===== config.mk =====
export PLATFORM = sky130hd
export DESIGN_NAME = pfx_scan_top
export DESIGN_NICKNAME = d
export VERILOG_FILES = /design/src/rtl/pfx_scan_pkg.sv /design/src/rtl/pfx_classify.sv /design/src/rtl/pfx_accum.sv /design/src/rtl/pfx_out_reg.sv /design/src/rtl/pfx_scan_top.sv
export SDC_FILE = /design/constraint.sdc
export NUM_CORES = 1
export LEC_CHECK = 0
export BUFFER_PORTS_ARGS = -buffer_cell sky130_fd_sc_hd__buf_2
export CORE_MARGIN = 2
export CORE_UTILIZATION = 50
export CTS_BUF_LIST = sky130_fd_sc_hd__clkbuf_16
export DETAILED_ROUTE_END_ITERATION = 10
export GPL_TIMING_DRIVEN = 0
export HOLD_SLACK_MARGIN = 0.08
export PLACE_DENSITY = 0.73
export SLEW_MARGIN = 20
export SYNTH_ARGS = -nofsm -noshare
export SYNTH_HDL_FRONTEND = slang
export SYNTH_SLANG_ARGS = --single-unit

===== constraint.sdc =====
create_clock -name clk -period 5.4 [get_ports clk]
set_clock_uncertainty 0.1 [all_clocks]
set_input_delay 0.81 -clock clk [delete_from_list [all_inputs] [get_ports clk]]
set_output_delay 0.81 -clock clk [all_outputs]
set_load 0.05 [all_outputs]

===== src/rtl/pfx_scan_pkg.sv =====
package pfx_scan_pkg;

  typedef enum logic [1:0] {
    SEL_NONE = 2'd0,
    SEL_66   = 2'd1,
    SEL_F2   = 2'd2,
    SEL_F3   = 2'd3
  } sel_e;

  typedef enum logic [1:0] {
    BK_OPCODE = 2'd0,
    BK_LEGACY = 2'd1,
    BK_REX    = 2'd2,
    BK_ESCAPE = 2'd3
  } kind_e;

  localparam int unsigned LEG_N = 4;
  localparam logic [7:0] ESC_CODE = 8'h0F;
  localparam logic [3:0] REX_HI  = 4'h4;

  function automatic logic [7:0] leg_code(input int unsigned idx);
    case (idx)
      0:       return 8'h66;
      1:       return 8'h67;
      2:       return 8'hF2;
      default: return 8'hF3;
    endcase
  endfunction

  function automatic sel_e leg_sel(input int unsigned idx);
    case (idx)
      0:       return SEL_66;
      2:       return SEL_F2;
      3:       return SEL_F3;
      default: return SEL_NONE;
    endcase
  endfunction

endpackage


===== src/rtl/pfx_classify.sv =====
module pfx_classify
  import pfx_scan_pkg::*;
(
  input  logic [7:0] byte_i,
  input  logic       mode64_i,
  input  logic       after_esc_i,
  output kind_e      kind_o,
  output sel_e       sel_o,
  output logic       opsz_o,
  output logic       adsz_o
);

  logic [LEG_N-1:0] hit;
  sel_e             lane_sel [LEG_N];

  for (genvar g = 0; g < LEG_N; g++) begin : g_lane
    assign hit[g]      = (byte_i == leg_code(g));
    assign lane_sel[g] = hit[g] ? leg_sel(g) : SEL_NONE;
  end

  always_comb begin
    sel_o  = SEL_NONE;
    opsz_o = 1'b0;
    adsz_o = 1'b0;
    if (after_esc_i) begin
      kind_o = BK_OPCODE;
    end else if (|hit) begin
      kind_o = BK_LEGACY;
      opsz_o = hit[0];
      adsz_o = hit[1];
      for (int i = 0; i < LEG_N; i++) begin
        if (hit[i]) sel_o = lane_sel[i];
      end
    end else if (byte_i == ESC_CODE) begin
      kind_o = BK_ESCAPE;
    end else if (mode64_i && byte_i[7:4] == REX_HI) begin
      kind_o = BK_REX;
    end else begin
      kind_o = BK_OPCODE;
    end
  end

  always_comb begin
    a_one_lane_r2: assert ($countones(hit) <= 1);
  end

endmodule


===== src/rtl/pfx_accum.sv =====
module pfx_accum
  import pfx_scan_pkg::*;
#(
  parameter int unsigned CNT_W   = 5,
  parameter int unsigned MAX_PFX = 14,
  localparam int unsigned OFS_W  = CNT_W + 1
) (
  input  logic             clk,
  input  logic             rst,
  input  logic             mode64_i,
  input  logic             take_i,
  input  logic [7:0]       byte_i,
  output logic             done_o,
  output logic             opsz_o,
  output logic             adsz_o,
  output sel_e             sel_o,
  output logic             rex_v_o,
  output logic [3:0]       rex_o,
  output logic             esc_o,
  output logic [7:0]       opc_o,
  output logic [CNT_W-1:0] pcount_o,
  output logic [OFS_W-1:0] offset_o,
  output logic             fault_o
);

  localparam logic [CNT_W-1:0] CNT_TOP = '1;
  localparam logic [CNT_W-1:0] CNT_LIM = CNT_W'(MAX_PFX);

  logic             busy_q, mode_q;
  logic [CNT_W-1:0] cnt_q;
  logic             opsz_q, adsz_q, rex_v_q, esc_q, flt_q;
  sel_e             sel_q;
  logic [3:0]       rex_q;

  logic  mode_eff;
  kind_e kind;
  sel_e  b_sel;
  logic  b_opsz, b_adsz;
  logic  is_pfx;
  logic [CNT_W-1:0] cnt_inc;

  assign mode_eff = busy_q ? mode_q : mode64_i;

  pfx_classify u_cls (
    .byte_i      (byte_i),
    .mode64_i    (mode_eff),
    .after_esc_i (esc_q),
    .kind_o      (kind),
    .sel_o       (b_sel),
    .opsz_o      (b_opsz),
    .adsz_o      (b_adsz)
  );

  assign is_pfx  = (kind == BK_LEGACY) || (kind == BK_REX);
  assign cnt_inc = (cnt_q == CNT_TOP) ? cnt_q : cnt_q + 1'b1;

  always_ff @(posedge clk) begin
    if (rst) begin
      busy_q  <= 1'b0;
      mode_q  <= 1'b0;
      cnt_q   <= '0;
      opsz_q  <= 1'b0;
      adsz_q  <= 1'b0;
      sel_q   <= SEL_NONE;
      rex_v_q <= 1'b0;
      rex_q   <= '0;
      esc_q   <= 1'b0;
      flt_q   <= 1'b0;
    end else if (take_i) begin
      if (!busy_q) mode_q <= mode64_i;
      busy_q <= 1'b1;
      if (is_pfx) begin
        cnt_q <= cnt_inc;
        if (cnt_q >= CNT_LIM) flt_q <= 1'b1;
      end
      case (kind)
        BK_LEGACY: begin
          if (b_opsz) opsz_q <= 1'b1;
          if (b_adsz) adsz_q <= 1'b1;
          if (b_sel != SEL_NONE) sel_q <= b_sel;
          rex_v_q <= 1'b0;
        end
        BK_REX: begin
          rex_v_q <= 1'b1;
          rex_q   <= byte_i[3:0];
        end
        BK_ESCAPE: esc_q <= 1'b1;
        default: begin
          busy_q  <= 1'b0;
          cnt_q   <= '0;
          opsz_q  <= 1'b0;
          adsz_q  <= 1'b0;
          sel_q   <= SEL_NONE;
          rex_v_q <= 1'b0;
          rex_q   <= '0;
          esc_q   <= 1'b0;
          flt_q   <= 1'b0;
        end
      endcase
    end
  end

  assign done_o   = take_i && (kind == BK_OPCODE);
  assign opsz_o   = opsz_q;
  assign adsz_o   = adsz_q;
  assign sel_o    = sel_q;
  assign rex_v_o  = rex_v_q;
  assign rex_o    = rex_q;
  assign esc_o    = esc_q;
  assign opc_o    = byte_i;
  assign pcount_o = cnt_q;
  assign offset_o = OFS_W'(cnt_q) + OFS_W'(esc_q);
  assign fault_o  = flt_q;

  // a live REX record implies the instruction was latched in 64-bit mode
  p_rex_mode_r3: assert property (@(posedge clk) disable iff (rst)
    rex_v_q |-> (busy_q && mode_q));

  // accepting an opcode leaves the accumulator empty
  p_clear_r10: assert property (@(posedge clk) disable iff (rst)
    done_o |=> (!busy_q && cnt_q == '0 && !esc_q && !rex_v_q && sel_q == SEL_NONE));

  // an escape is followed by the opcode, never by another prefix
  p_esc_next_r6: assert property (@(posedge clk) disable iff (rst)
    (esc_q && take_i) |-> done_o);

  // the fault flag can only be present with the count above the limit
  p_fault_cnt_r8: assert property (@(posedge clk) disable iff (rst)
    flt_q |-> (cnt_q > CNT_LIM));

endmodule


===== src/rtl/pfx_out_reg.sv =====
module pfx_out_reg
  import pfx_scan_pkg::*;
#(
  parameter int unsigned CNT_W   = 5,
  parameter int unsigned MAX_PFX = 14,
  localparam int unsigned OFS_W  = CNT_W + 1
) (
  input  logic             clk,
  input  logic             rst,
  input  logic             load_i,
  input  logic             ready_i,
  input  logic             opsz_i,
  input  logic             adsz_i,
  input  sel_e             sel_i,
  input  logic             rex_v_i,
  input  logic [3:0]       rex_i,
  input  logic             esc_i,
  input  logic [7:0]       opc_i,
  input  logic [CNT_W-1:0] pcount_i,
  input  logic [OFS_W-1:0] offset_i,
  input  logic             fault_i,
  output logic             valid_o,
  output logic             opsz_o,
  output logic             adsz_o,
  output sel_e             sel_o,
  output logic             rex_v_o,
  output logic [3:0]       rex_o,
  output logic             esc_o,
  output logic [7:0]       opc_o,
  output logic [CNT_W-1:0] pcount_o,
  output logic [OFS_W-1:0] offset_o,
  output logic             fault_o
);

  always_ff @(posedge clk) begin
    if (rst) begin
      valid_o  <= 1'b0;
      opsz_o   <= 1'b0;
      adsz_o   <= 1'b0;
      sel_o    <= SEL_NONE;
      rex_v_o  <= 1'b0;
      rex_o    <= '0;
      esc_o    <= 1'b0;
      opc_o    <= '0;
      pcount_o <= '0;
      offset_o <= '0;
      fault_o  <= 1'b0;
    end else if (load_i) begin
      valid_o  <= 1'b1;
      opsz_o   <= opsz_i;
      adsz_o   <= adsz_i;
      sel_o    <= sel_i;
      rex_v_o  <= rex_v_i;
      rex_o    <= rex_i;
      esc_o    <= esc_i;
      opc_o    <= opc_i;
      pcount_o <= pcount_i;
      offset_o <= offset_i;
      fault_o  <= fault_i;
    end else if (ready_i) begin
      valid_o  <= 1'b0;
    end
  end

  // a stalled summary keeps every field
  p_hold_r9: assert property (@(posedge clk) disable iff (rst)
    (valid_o && !ready_i) |=> (valid_o && $stable(opc_o) && $stable(sel_o)
                               && $stable(pcount_o) && $stable(rex_o)));

  // offset relates to count and escape
  p_offset_r7: assert property (@(posedge clk) disable iff (rst)
    valid_o |-> (offset_o == OFS_W'(pcount_o) + OFS_W'(esc_o)));

  // fault tracks the prefix count limit
  p_fault_r8: assert property (@(posedge clk) disable iff (rst)
    valid_o |-> (fault_o == (pcount_o > CNT_W'(MAX_PFX))));

  // a 0x66 selector implies the operand-size flag
  p_sel_opsz_r4: assert property (@(posedge clk) disable iff (rst)
    (valid_o && sel_o == SEL_66) |-> opsz_o);

  // with the consumer ready and no new load, the pulse ends
  p_pulse_r10: assert property (@(posedge clk) disable iff (rst)
    (valid_o && ready_i && !load_i) |=> !valid_o);

endmodule


===== src/rtl/pfx_scan_top.sv =====
module pfx_scan_top
  import pfx_scan_pkg::*;
#(
  parameter int unsigned CNT_W   = 5,
  parameter int unsigned MAX_PFX = 14,
  localparam int unsigned OFS_W  = CNT_W + 1
) (
  input  logic             clk,
  input  logic             rst,
  input  logic             mode64_i,
  input  logic             in_valid_i,
  input  logic [7:0]       in_byte_i,
  output logic             in_ready_o,
  output logic             out_valid_o,
  input  logic             out_ready_i,
  output logic             out_opsz_o,
  output logic             out_adsz_o,
  output logic [1:0]       out_sel_o,
  output logic             out_rex_valid_o,
  output logic [3:0]       out_rex_o,
  output logic             out_esc_o,
  output logic [7:0]       out_opcode_o,
  output logic [CNT_W-1:0] out_pcount_o,
  output logic [OFS_W-1:0] out_offset_o,
  output logic             out_fault_o
);

  logic             take, done;
  logic             a_opsz, a_adsz, a_rex_v, a_esc, a_fault;
  sel_e             a_sel, o_sel;
  logic [3:0]       a_rex;
  logic [7:0]       a_opc;
  logic [CNT_W-1:0] a_pcount;
  logic [OFS_W-1:0] a_offset;

  assign in_ready_o = !out_valid_o || out_ready_i;
  assign take       = in_valid_i && in_ready_o;

  pfx_accum #(.CNT_W(CNT_W), .MAX_PFX(MAX_PFX)) u_acc (
    .clk      (clk),
    .rst      (rst),
    .mode64_i (mode64_i),
    .take_i   (take),
    .byte_i   (in_byte_i),
    .done_o   (done),
    .opsz_o   (a_opsz),
    .adsz_o   (a_adsz),
    .sel_o    (a_sel),
    .rex_v_o  (a_rex_v),
    .rex_o    (a_rex),
    .esc_o    (a_esc),
    .opc_o    (a_opc),
    .pcount_o (a_pcount),
    .offset_o (a_offset),
    .fault_o  (a_fault)
  );

  pfx_out_reg #(.CNT_W(CNT_W), .MAX_PFX(MAX_PFX)) u_out (
    .clk      (clk),
    .rst      (rst),
    .load_i   (done),
    .ready_i  (out_ready_i),
    .opsz_i   (a_opsz),
    .adsz_i   (a_adsz),
    .sel_i    (a_sel),
    .rex_v_i  (a_rex_v),
    .rex_i    (a_rex),
    .esc_i    (a_esc),
    .opc_i    (a_opc),
    .pcount_i (a_pcount),
    .offset_i (a_offset),
    .fault_i  (a_fault),
    .valid_o  (out_valid_o),
    .opsz_o   (out_opsz_o),
    .adsz_o   (out_adsz_o),
    .sel_o    (o_sel),
    .rex_v_o  (out_rex_valid_o),
    .rex_o    (out_rex_o),
    .esc_o    (out_esc_o),
    .opc_o    (out_opcode_o),
    .pcount_o (out_pcount_o),
    .offset_o (out_offset_o),
    .fault_o  (out_fault_o)
  );

  assign out_sel_o = o_sel;

  // no byte is accepted while a summary is stalled
  p_stall_r9: assert property (@(posedge clk) disable iff (rst)
    (out_valid_o && !out_ready_i) |-> !in_ready_o);

  // the summary appears the cycle after the opcode is taken
  p_latency_r10: assert property (@(posedge clk) disable iff (rst)
    done |=> out_valid_o);

  // the cycle after reset carries no summary
  p_reset_r1: assert property (@(posedge clk)
    $past(rst) |-> !out_valid_o);

endmodule


==> load_flow_metrics.sql <==
INSERT INTO impl_metrics (metric_group, metric, value, unit) VALUES
('final_layout', 'insertedDiodeCount', '0', ''),
('global_routing', 'grtUsageTotal', '21.5', '%'),
('floorplan', 'floorplan.die.width', '71.4', 'microns'),
('setup_path', 'criticalPathCategory', 'in -> reg', ''),
('yosys', 'synth_edf_count', '0', ''),
('setup_path', 'worstPathRequired', '5.51', 'ns'),
('sta', 'worstMarginPinSlew', '0.566', 'ns'),
('final_layout', 'most-common-layout-cells', 'dfxtp_1 (49), buf_2 (47), a21oi_1 (35)', ''),
('setup_path', 'critical_path_startpoint', 'in_byte_i[7]', ''),
('yosys', 'yosys.area_share.xor_xnor', '2.32', '%'),
('clock_tree', 'tritoncts', 'done', ''),
('routing', 'drt-wirelength-per-cell', '14.8', 'microns'),
('floorplan', 'dieHeight', '71.4', 'microns'),
('clock_tree', 'postCtsHoldBufs', '0', ''),
('global_routing', 'first_pass_grt_wire_length', '8.71', 'mm'),
('sta', 'finalHoldViolCount', '0', ''),
('routing', 'route.detailed.drc', '0', ''),
('floorplan', 'pin_count', '45', ''),
('sta', 'timing.hold.ws', '0.367', 'ns'),
('sta', 'slew_headroom', '62.3', '%'),
('place', 'half_perimeter_wire_length_of_the_detailed_placement_result', '3.70', 'mm'),
('routing', 'first_pass_iters', '4', ''),
('yosys', 'synth_largest_area_cell', 'dfxtp_1', ''),
('routing', 'number_of_design_rule_violations_left_by_the_first_detailed_router_iteration', '64', ''),
('place', 'dpl_cell_area', '2550', 'sq um'),
('run', 'max-cap-violations', '0', ''),
('setup_path', 'cp-start-kind', 'primary input', ''),
('setup_path', 'arrival', '2.33', 'ns'),
('routing', 'route.vias.total', '2013', ''),
('yosys', 'synthSimpleGateAreaFrac', '21.8', '%'),
('routing', 'postRouteAntennaNets', '0', ''),
('final_layout', 'layout_commonest_cell', 'dfxtp_1', ''),
('hold_path', 'min-delay-start', 'u_acc.sel_o[1]', ''),
('final_layout', 'num-fill-cells', '398', ''),
('yosys', 'synth-main-ff-cell', 'dfxtp_1', ''),
('setup_path', 'r2r_end', 'u_acc.pcount_o[1]', ''),
('final_layout', 'total_nets_final', '325', ''),
('yosys', 'post_synthesis_instance_total', '257', ''),
('global_routing', 'grt_pass1_vias', '1824', ''),
('final_layout', 'syn_to_final_growth', '19.4', '%'),
('power_and_ir_drop', 'cellPowerDensity', '307', 'nW/um^2'),
('sta', 'setup_repair_after_global_routing_missed_its_margin', 'false', ''),
('clock_tree', 'clock_latency', '0.29', 'ns'),
('routing', 'wl', '5.33', 'mm'),
('hold_path', 'holdCritPathClass', 'reg -> reg', ''),
('setup_path', 'worst_setup_path_end_kind', 'flip-flop', ''),
('floorplan', 'die_outline_area', '5090', 'sq um'),
('sta', 'timing.setup.tns', '0', 'ns'),
('yosys', 'syn_avg_cell_area', '8.83', 'sq um'),
('hold_path', 'worst_hold_path.endpoint', 'u_out.sel_o[1]', ''),
('yosys', 'synth_adder_area_share', '2.76', '%'),
('clock_tree', 'path_clk_slew', '0.06', 'ns'),
('floorplan', 'core_area', '4350', 'sq um'),
('sta', 'maxClockFrequency', '450', 'MHz'),
('setup_path', 'ff2ff_setup_slack', '3.46', 'ns'),
('floorplan', 'core.rowCount', '24', ''),
('setup_path', 'ff2ff_path_depth', '6', ''),
('clock_tree', 'clock_sink_count', '49', ''),
('final_layout', 'layout.cell_area.non_filler', '2710', 'sq um'),
('setup_path', 'worst-path-max-fanout', '10', ''),
('global_routing', 'largest_net_degree_at_the_start_of_global_routing', '15', ''),
('sta', 'timing.final.crit_share', '41.2', '%'),
('yosys', 'ys_types', '46', ''),
('setup_path', 'r2r_start', 'u_acc.pcount_o[1]', ''),
('sta', 'report.final.setup_viol', '0', ''),
('final_layout', 'fraction_of_final_layout_cells_sized_beyond_drive_strength_1', '24.8', '%'),
('clock_tree', 'cts_root_buffer', 'clkbuf_16', ''),
('power_and_ir_drop', 'leakage', '1.08', 'nW'),
('yosys', 'synth_largest_type_area_fraction', '43.2', '%'),
('outcome', 'status', 'complete, no violations', ''),
('yosys', 'synth_top_family_by_area', 'simple AND/OR/NAND/NOR gates', '');
sequential cells by signal, summed over array words and instances, names as in the netlist, 2 cells and up:
signal and cells:
u_acc.sel_o 2, u_out.pcount_o 5, u_out.offset_o 6, u_out.rex_o 4, u_out.sel_o 2, u_acc.rex_o 4
u_acc.pcount_o 5, u_out.opc_o 8
kinds of logic after synthesis:
family                   Yosys count
AO/OA/AOI/OAI                     76
AND/OR/NAND/NOR                   88
buffers and inverters             25
flip-flops                        49
XOR/XNOR                           6
multiplexers                       8
adder cells (fa/ha/maj)            5
critical path, cell delays in order:
cell and delay [ns]:
buf_2 0.14, or3b_4 0.43, a21oi_4 0.17, nand2_1 0.10, buf_2 0.20, nand2_1 0.24, mux2i_1 0.24
cell usage after synthesis (2+ instances only):
| library cell | instances |
|---|---|
| a211oi_2 | 2 |
| a21oi_1 | 35 |
| a41oi_1 | 2 |
| and3_1 | 2 |
| buf_2 | 4 |
| buf_6 | 7 |
| clkbuf_1 | 10 |
| dfxtp_1 | 49 |
| ha_1 | 5 |
| inv_1 | 2 |
| mux2i_1 | 7 |
| nand2_1 | 12 |
| nand2b_1 | 9 |
| nand3_1 | 29 |
| nand3b_1 | 2 |
| nor2_1 | 9 |
| nor3_1 | 9 |
| nor4_1 | 2 |
| o21ai_0 | 29 |
| xnor2_1 | 4 |
| xor2_1 | 2 |
cell type report:
| type | instances | area, sq um | share of cell area, % |
|---|---|---|---|
| Buffer | 23 | 145 | 5.36 |
| Timing Repair Buffer | 43 | 215 | 7.94 |
| Clock buffer | 5 | 125 | 4.62 |
| Inverter | 2 | 7.51 | 0.277 |
| Clock inverter | 2 | 35.0 | 1.29 |
| Sequential cell | 49 | 981 | 36.2 |
| Tap cell | 52 | 65.1 | 2.40 |
| Multi-Input combinational cell | 183 | 1140 | 41.9 |
where the power goes:
group / switching (mW) / internal (mW) / leakage, nW
clock network: 0.128 / 0.215 / 0.0797
registers: 0.00683 / 0.372 / 0.398
logic: 0.0765 / 0.0335 / 0.607
total: 0.211 / 0.620 / 1.08
worst max path at each step:
stage                        end  slack [ns]  cells past startpoint
2_1_floorplan  u_out.offset_o[5]        2.86                      6
3_3_place_gp        u_out.adsz_o        2.95                      8
3_5_place_dp      u_acc.rex_o[3]        2.91                      7
4_1_cts           u_acc.rex_o[3]        3.19                      7
5_1_grt           u_out.opc_o[0]        3.04                      8
6_report          u_acc.rex_o[3]        3.18                      7
metrics by stage:
step / setup slack (ns) / cells / utilization [%] / total power [mW]
after floorplan: 2.86 / 257 / - / 0.466
after global placement: 2.95 / 352 / 58.6 / 0.495
after detailed placement: 2.91 / 352 / 58.6 / 0.496
after CTS: 3.19 / 359 / 62.2 / 0.837
after global routing: 3.04 / 359 / 62.2 / 0.855
final: 3.18 / 359 / 62.2 / 0.832
metal layers:
layer,track usage (%),vias to the layer above,share of wire [%]
met5,0,-,0
met4,7.55,0,1.9
met3,4.78,11,5.4
met2,33.1,58,45
met1,29.8,928,47
li1,-,1016,-
Power figures use the tool's default switching activity.
